[src/rtl/pixmux_pkg.sv]
package pixmux_pkg;

  // Control register 1 value that enables any pixel mode
  localparam logic [7:0] CTL1_ENABLE = 8'h80;
  // Control register 2 reset value: VGA pass-through
  localparam logic [7:0] CTL2_RESET  = 8'h98;
  // Low five bits of control register 2 that, with bit 7, mean VGA
  localparam logic [4:0] VGA_LOW     = 5'b11000;

  typedef struct packed {
    logic       legal;      // mode produces pixels
    logic       vga;        // pass-through of the VGA pixel
    logic [1:0] plane_code; // log2 of bits per pixel
    logic [2:0] lg_ratio;   // log2 of pixels per word
  } mode_t;

  localparam mode_t MODE_VGA = '{legal: 1'b1, vga: 1'b1, plane_code: 2'd3, lg_ratio: 3'd0};

endpackage

[src/rtl/pixmux_cfg.sv]
module pixmux_cfg
  import pixmux_pkg::*;
#(
  parameter int BUS_W = 64
) (
  input  logic       clk,
  input  logic       rst_ni,
  input  logic       cfg_we,
  input  logic       cfg_addr,
  input  logic [7:0] cfg_wdata,
  output mode_t      pend_mode
);

  localparam int LG_BUS    = $clog2(BUS_W);
  localparam int MAX_WCODE = LG_BUS - 2;

  logic [7:0] ctl1_q, ctl1_d;
  logic [7:0] ctl2_q, ctl2_d;

  // next-state for the two control registers
  always_comb begin
    ctl1_d = ctl1_q;
    ctl2_d = ctl2_q;
    if (cfg_we) begin
      if (cfg_addr) ctl2_d = cfg_wdata;
      else          ctl1_d = cfg_wdata;
    end
  end

  always_ff @(posedge clk or negedge rst_ni) begin
    if (!rst_ni) begin
      ctl1_q <= CTL1_ENABLE;
      ctl2_q <= CTL2_RESET;
    end else if (cfg_we) begin
      ctl1_q <= ctl1_d;
      ctl2_q <= ctl2_d;
    end
  end

  // decode of the packed mode encoding
  logic [1:0] plane_f;
  logic [2:0] width_f;
  logic       vga_hit;
  logic       width_ok;
  logic       fits;

  always_comb begin
    plane_f  = ctl2_q[4:3];
    width_f  = ctl2_q[2:0];
    vga_hit  = ctl2_q[7] && (ctl2_q[4:0] == VGA_LOW);
    width_ok = int'(width_f) <= MAX_WCODE;
    fits     = (int'(width_f) + 2) >= int'(plane_f);
  end

  always_comb begin
    pend_mode = '0;
    if (ctl1_q == CTL1_ENABLE) begin
      if (vga_hit) begin
        pend_mode = MODE_VGA;
      end else if (width_ok && fits) begin
        pend_mode.legal      = 1'b1;
        pend_mode.plane_code = plane_f;
        pend_mode.lg_ratio   = 3'(int'(width_f) + 2 - int'(plane_f));
      end
    end
  end

  AST_CTL_HOLD: assert property (@(posedge clk) disable iff (!rst_ni)
    !cfg_we |=> ($stable(ctl1_q) && $stable(ctl2_q))) else $error("ctl changed without write");

endmodule

[src/rtl/pixmux_seq.sv]
module pixmux_seq
  import pixmux_pkg::*;
#(
  parameter int BUS_W = 64
) (
  input  logic             clk,
  input  logic             rst_ni,
  input  mode_t            pend_mode,
  input  logic [BUS_W-1:0] bus_word,
  input  logic [7:0]       vga_pix,
  output mode_t            act_mode,
  output logic [BUS_W-1:0] word_q,
  output logic [$clog2(BUS_W)-1:0] cnt_q,
  output logic             load_req
);

  localparam int CNT_W = $clog2(BUS_W);

  mode_t            act_q, act_d;
  logic [BUS_W-1:0] word_d;
  logic [CNT_W-1:0] cnt_d;
  logic [CNT_W-1:0] last_cnt;

  always_comb begin
    last_cnt = CNT_W'((32'd1 << act_q.lg_ratio) - 32'd1);
    load_req = (cnt_q == last_cnt);
  end

  // next state: step within a word, or take a new word and mode
  always_comb begin
    cnt_d  = cnt_q + CNT_W'(1);
    word_d = word_q;
    act_d  = act_q;
    if (load_req) begin
      cnt_d  = '0;
      act_d  = pend_mode;
      word_d = pend_mode.vga ? BUS_W'(vga_pix) : bus_word;
    end
  end

  always_ff @(posedge clk or negedge rst_ni) begin
    if (!rst_ni) begin
      cnt_q  <= '0;
      act_q  <= MODE_VGA;
      word_q <= '0;
    end else begin
      cnt_q  <= cnt_d;
      act_q  <= act_d;
      word_q <= word_d;
    end
  end

  assign act_mode = act_q;

  AST_CNT_WRAP: assert property (@(posedge clk) disable iff (!rst_ni)
    load_req |=> (cnt_q == '0)) else $error("counter did not wrap");
  AST_CNT_STEP: assert property (@(posedge clk) disable iff (!rst_ni)
    !load_req |=> (cnt_q == CNT_W'($past(cnt_q) + 1'b1))) else $error("counter skipped");
  AST_MODE_AT_BOUNDARY: assert property (@(posedge clk) disable iff (!rst_ni)
    !load_req |=> $stable(act_q)) else $error("mode changed inside a word");
  AST_WORD_HOLD: assert property (@(posedge clk) disable iff (!rst_ni)
    !load_req |=> $stable(word_q)) else $error("word changed inside a word");

endmodule

[src/rtl/pixmux_pick.sv]
module pixmux_pick
  import pixmux_pkg::*;
#(
  parameter int BUS_W = 64,
  parameter int IDX_W = 8
) (
  input  mode_t                    act_mode,
  input  logic [BUS_W-1:0]         word_q,
  input  logic [$clog2(BUS_W)-1:0] cnt_q,
  output logic [IDX_W-1:0]         pix_idx,
  output logic                     pix_vld
);

  localparam int N_PLANE_OPTS = 4;

  logic [IDX_W-1:0] cand [N_PLANE_OPTS];

  // one lane selector per bits-per-pixel option
  for (genvar p = 0; p < N_PLANE_OPTS; p++) begin : g_bpp
    localparam int BPP = 1 << p;
    localparam int N   = BUS_W / BPP;
    localparam int SW  = $clog2(N);

    logic [BPP-1:0] lane [N];
    logic [SW-1:0]  sel;

    for (genvar k = 0; k < N; k++) begin : g_lane
      assign lane[k] = word_q[k*BPP +: BPP];
    end

    assign sel     = cnt_q[SW-1:0];
    assign cand[p] = IDX_W'(lane[sel]);
  end

  always_comb begin
    pix_idx = '0;
    pix_vld = act_mode.legal;
    if (act_mode.legal) pix_idx = cand[act_mode.plane_code];
  end

endmodule

[src/rtl/pixmux_unpack.sv]
module pixmux_unpack
  import pixmux_pkg::*;
#(
  parameter int BUS_W = 64,
  parameter int IDX_W = 8
) (
  input  logic             clk,
  input  logic             rst_n,
  input  logic             cfg_we,
  input  logic             cfg_addr,
  input  logic [7:0]       cfg_wdata,
  input  logic [BUS_W-1:0] bus_word,
  input  logic [7:0]       vga_pix,
  output logic [IDX_W-1:0] pix_idx,
  output logic             pix_vld,
  output logic             load_req
);

  localparam int CNT_W = $clog2(BUS_W);

  // asynchronous assert, synchronous release
  logic [1:0] rst_sync_q;
  logic       rst_ni;

  always_ff @(posedge clk or negedge rst_n) begin
    if (!rst_n) rst_sync_q <= '0;
    else        rst_sync_q <= {rst_sync_q[0], 1'b1};
  end
  assign rst_ni = rst_sync_q[1];

  mode_t            pend_mode;
  mode_t            act_mode;
  logic [BUS_W-1:0] word_q;
  logic [CNT_W-1:0] cnt_q;

  pixmux_cfg #(.BUS_W(BUS_W)) i_cfg (
    .clk       (clk),
    .rst_ni    (rst_ni),
    .cfg_we    (cfg_we),
    .cfg_addr  (cfg_addr),
    .cfg_wdata (cfg_wdata),
    .pend_mode (pend_mode)
  );

  pixmux_seq #(.BUS_W(BUS_W)) i_seq (
    .clk       (clk),
    .rst_ni    (rst_ni),
    .pend_mode (pend_mode),
    .bus_word  (bus_word),
    .vga_pix   (vga_pix),
    .act_mode  (act_mode),
    .word_q    (word_q),
    .cnt_q     (cnt_q),
    .load_req  (load_req)
  );

  pixmux_pick #(.BUS_W(BUS_W), .IDX_W(IDX_W)) i_pick (
    .act_mode (act_mode),
    .word_q   (word_q),
    .cnt_q    (cnt_q),
    .pix_idx  (pix_idx),
    .pix_vld  (pix_vld)
  );

  AST_VGA_PASS: assert property (@(posedge clk) disable iff (!rst_ni)
    (load_req && pend_mode.vga) |=> (pix_vld && pix_idx == IDX_W'($past(vga_pix)))) else $error("vga pixel lost");
  AST_ILLEGAL_QUIET: assert property (@(posedge clk) disable iff (!rst_ni)
    (load_req && !pend_mode.legal) |=> (!pix_vld && pix_idx == '0)) else $error("illegal mode not quiet");
  AST_ILLEGAL_RELOAD: assert property (@(posedge clk) disable iff (!rst_ni)
    !pix_vld |-> load_req) else $error("illegal mode stopped requesting");
  AST_FIRST_LANE: assert property (@(posedge clk) disable iff (!rst_ni)
    (load_req && pend_mode.legal && !pend_mode.vga && pend_mode.plane_code == 2'd0)
      |=> (pix_idx == IDX_W'($past(bus_word[0])))) else $error("first pixel not from bit 0");

endmodule

[config.mk]
export PLATFORM = sky130hd
export DESIGN_NAME = pixmux_unpack
export DESIGN_NICKNAME = d
export VERILOG_FILES = /design/src/rtl/pixmux_pkg.sv /design/src/rtl/pixmux_cfg.sv /design/src/rtl/pixmux_seq.sv /design/src/rtl/pixmux_pick.sv /design/src/rtl/pixmux_unpack.sv
export SDC_FILE = /design/constraint.sdc
export NUM_CORES = 1
export LEC_CHECK = 0
export BUFFER_PORTS_ARGS = -buffer_cell sky130_fd_sc_hd__clkbuf_2
export CAP_MARGIN = 20
export CORE_MARGIN = 2
export CORE_UTILIZATION = 43
export CTS_BUF_LIST = sky130_fd_sc_hd__clkbuf_16
export CTS_CLUSTER_DIAMETER = 120
export DETAILED_ROUTE_END_ITERATION = 12
export PLACE_DENSITY = 0.62
export SLEW_MARGIN = 20
export SYNTH_ARGS = -nofsm -noshare
export SYNTH_HDL_FRONTEND = slang
export SYNTH_SLANG_ARGS = --single-unit
export TNS_END_PERCENT = 50
[constraint.sdc]
create_clock -name clk -period 3.5 [get_ports clk]
set_input_delay 0 -clock clk [delete_from_list [all_inputs] [get_ports clk]]
set_output_delay 0 -clock clk [all_outputs]
set_load 0.02 [all_outputs]
==> results.cfg <==
[pwr]
pwr-share-seq_pct = 35.1
swShare_pct = 38.8
peakVddDrop_v = 0.000412
total_power_mw = 6.65
p_int_mw = 4.07
switchingPower_mw = 2.58
leakagePower_nw = 3.65
p_clk_share_pct = 14.6
powerDensity_nw_per_um2 = 835
power_frac_comb_pct = 50.4

[routing]
drcViolationCount = 0
drt_wl_total_um = 16100
drt_iter0_drc = 387
wire_per_inst_um = 17.9
drtAntennaViolNets = 0
vias = 5047
firstDrtPassIters = 5
viasPerCell = 5.58

[timing]
fin_worst_skew_ns = 0.00990
max_freq_mhz = 317
slew_viol_final = 0
fin_crit_ns = 3.16
period_share_pct = 90.3
fin_ws_ns = 0.341
hold_viol = 0
setup_tns_ns = 0
worst_pin_slew_ns = 0.766
setup-violations-final = 0
relSlewSlack_pct = 49.0
rsz0062_at_grt = no

[critical_path]
crit_slowest_cell = dfrtp_4
start_kind = flop
worstPathArrival_ns = 3.16
end_kind = output port
worstSetupPathType = reg -> out
crit_required_ns = 3.50
r2r_cells = 6
crit_fanout = 50
cp_cell_sequence = mux2_1 -> and3_1 -> o311a_1 -> or4_1 -> a21oi_1 -> o41ai_2 -> clkbuf_2
worst_path_largest_cell_delay_ns = 0.94

[synthesis]
avgSynthCellArea_sq_um = 11.2
async_reset_ff_share_pct = 100
yosysTopAreaCell = dfrtp_1
ys.flop_type = dfrtp_1
synth.net_count = 661
synth-seq-cells = 92
synth.distinct_cells = 51
synth_area_sq_um = 6380
synth_top_area_share_pct = 33.3
ys_warn_count = 0
synthTopCellsByArea = dfrtp_1, mux4_2, mux2i_1
ys_seq_area_share_pct = 36.2
synth.most_common_cell = dfrtp_1
synth-edff-count = 0
synthCells = 571
synthTopCellsByCount = dfrtp_1, nand2_1, inv_1, mux2i_1, mux4_2

[layout]
area_growth_pct = 24.8
antennaDiodeCount = 0
nets = 805
final_util_pct = 54.8
stdcell_count = 904
drive_above_1_share_pct = 32.2

[global_routing]
grt_max_degree = 83
grt_pass1_wl_um = 26900
antenna_found_initial = 0
grt_usage_pct = 21.2
grt_pass1_vias = 5302
gr-total-overflow = 0

[job]
cap_violations = 0

[min_path]
min-delay-path-class = in -> reg
min_path_cells = 3

[clocking]
cts_tree = done
ctsResizeCount = 0
cts_buffer_depth = 2
cts.sinks = 92
clk_latency_ns = 0.35
cts_buffers = 9
cts_setup_buffers = 0
clk_pin_slew_worst_paths_ns = 0.07
clock-root-buffer = clkbuf_16
cts_hold_buf = 66
cts-htree-levels = 3

[placement]
pre_cts_slack_ns = 0.740
gp_congestion = 0.921
hpwl_um = 11500
placedCellCount = 821
portBuffers = 93

[die]
fp-row-count = 44
start_util_pct = 43.9
chipWidth_um = 126
dieArea_sq_um = 15800
core_area_sq_um = 14500
fp.dieH_um = 126
io_pins = 94

[run_status]
outcome = finished clean
## layer usage
metal | up-vias | global-route usage (%) | share of wire (%) | wire [um]
li1 | 2318 | - | - | -
met1 | 2511 | 28.5 | 44 | 7160
met2 | 189 | 33.8 | 47 | 7550
met3 | 29 | 5.10 | 6.6 | 1070
met4 | 0 | 8.02 | 2.3 | 369
met5 | - | 0 | 0 | 0
## registers in the layout, summed over array words and instances, names as in the netlist
register,count
i_seq.act_mode,6
i_cfg.ctl1_q,8
i_cfg.ctl2_q,6
rst_sync_q,2
i_seq.cnt_q,6
i_seq.word_q,64
## power groups by stage
| stage | Combinational [mW] | Clock, mW | Sequential, mW |
|---|---|---|---|
| finish | 3.35 | 0.970 | 2.33 |
| global route | 3.63 | 1.03 | 2.41 |
| CTS | 3.34 | 0.999 | 2.32 |
| detailed placement | 3.27 | 0 | 2.34 |
| global placement | 3.18 | 0 | 2.31 |
| floorplan | 2.98 | 0 | 1.86 |
## metrics by stage
step	hold WS, ns	area, sq um
after floorplan	-0.296	6380
after global placement	-0.215	6990
after detailed placement	-0.212	6990
after CTS	0.0170	7940
after global routing	0.0266	7960
final	0.0191	7960
## cells in the final DEF, fill, tap and decap left out, drive strengths merged, types with 3 or more instances in the layout
cell,Yosys,routed
inv,67,68
mux2,36,36
a21oi,5,5
ha,5,5
dfrtp,85,85
dlygate4sd3,0,66
dfstp,7,7
mux4,62,62
nor2,33,33
o22ai,3,3
nand2,77,77
clkbuf,9,102
nand2b,6,6
mux2i,67,67
clkinv,0,3
o21ai,14,14
nor3,12,12
buf,32,15
xnor2,4,4
nand3,5,5
nor2b,5,5
## layout make-up
cell class              instances  area, sq um
flip-flops and latches         92         2320
multi-input cells             371         3580
repair buffers                174         1290
fillers                      1280         6570
clock inverters                 7         70.1
clock buffers                   9          225
well taps                     184          230
inverters                      67          251
## cells by family (layout without fill, tap and decap cells)
| logic type | after synthesis | after routing | share of synthesized area (%) |
|---|---|---|---|
| compound gates | 42 | 42 | 4.61 |
| xor+xnor | 5 | 5 | 0.686 |
| fa+ha+maj | 6 | 6 | 1.29 |
| buf+inv | 108 | 257 | 7.92 |
| flops | 92 | 92 | 36.2 |
| mux | 165 | 165 | 38.7 |
| other cells | 1 | 1 | 0.0588 |
| simple gates | 152 | 152 | 10.5 |
## worst max-delay path, delay by kind of cell (launching register included)
kind	cells	cell delay, ns
AOI/OAI and AO/OA	3	0.64
buffers and inverters	1	0.17
DFF	1	0.94
muxes	1	0.39
and+or+nand+nor	2	0.67
## path summary, 6_finish.rpt
check	start	to	slack, ns
setup / recovery	i_seq.cnt_q[0]$_DFF_PN0_	pix_idx[0]	0.34
hold / removal	bus_word[1]	i_seq.word_q[1]$_DFFE_PN0P_	0.02
setup reg to reg	i_seq.cnt_q[0]$_DFF_PN0_	i_seq.word_q[13]$_DFFE_PN0P_	0.74
hold reg to reg	rst_sync_q[1]$_DFF_PN0_	i_cfg.ctl1_q[6]$_DFFE_PN0P_	0.32
max in group asynchronous	rst_sync_q[1]$_DFF_PN0_	i_cfg.ctl2_q[3]$_DFFE_PN1P_	2.51
min in group asynchronous	rst_sync_q[1]$_DFF_PN0_	i_cfg.ctl1_q[6]$_DFFE_PN0P_	0.32
Power figures use the tool's default switching activity.
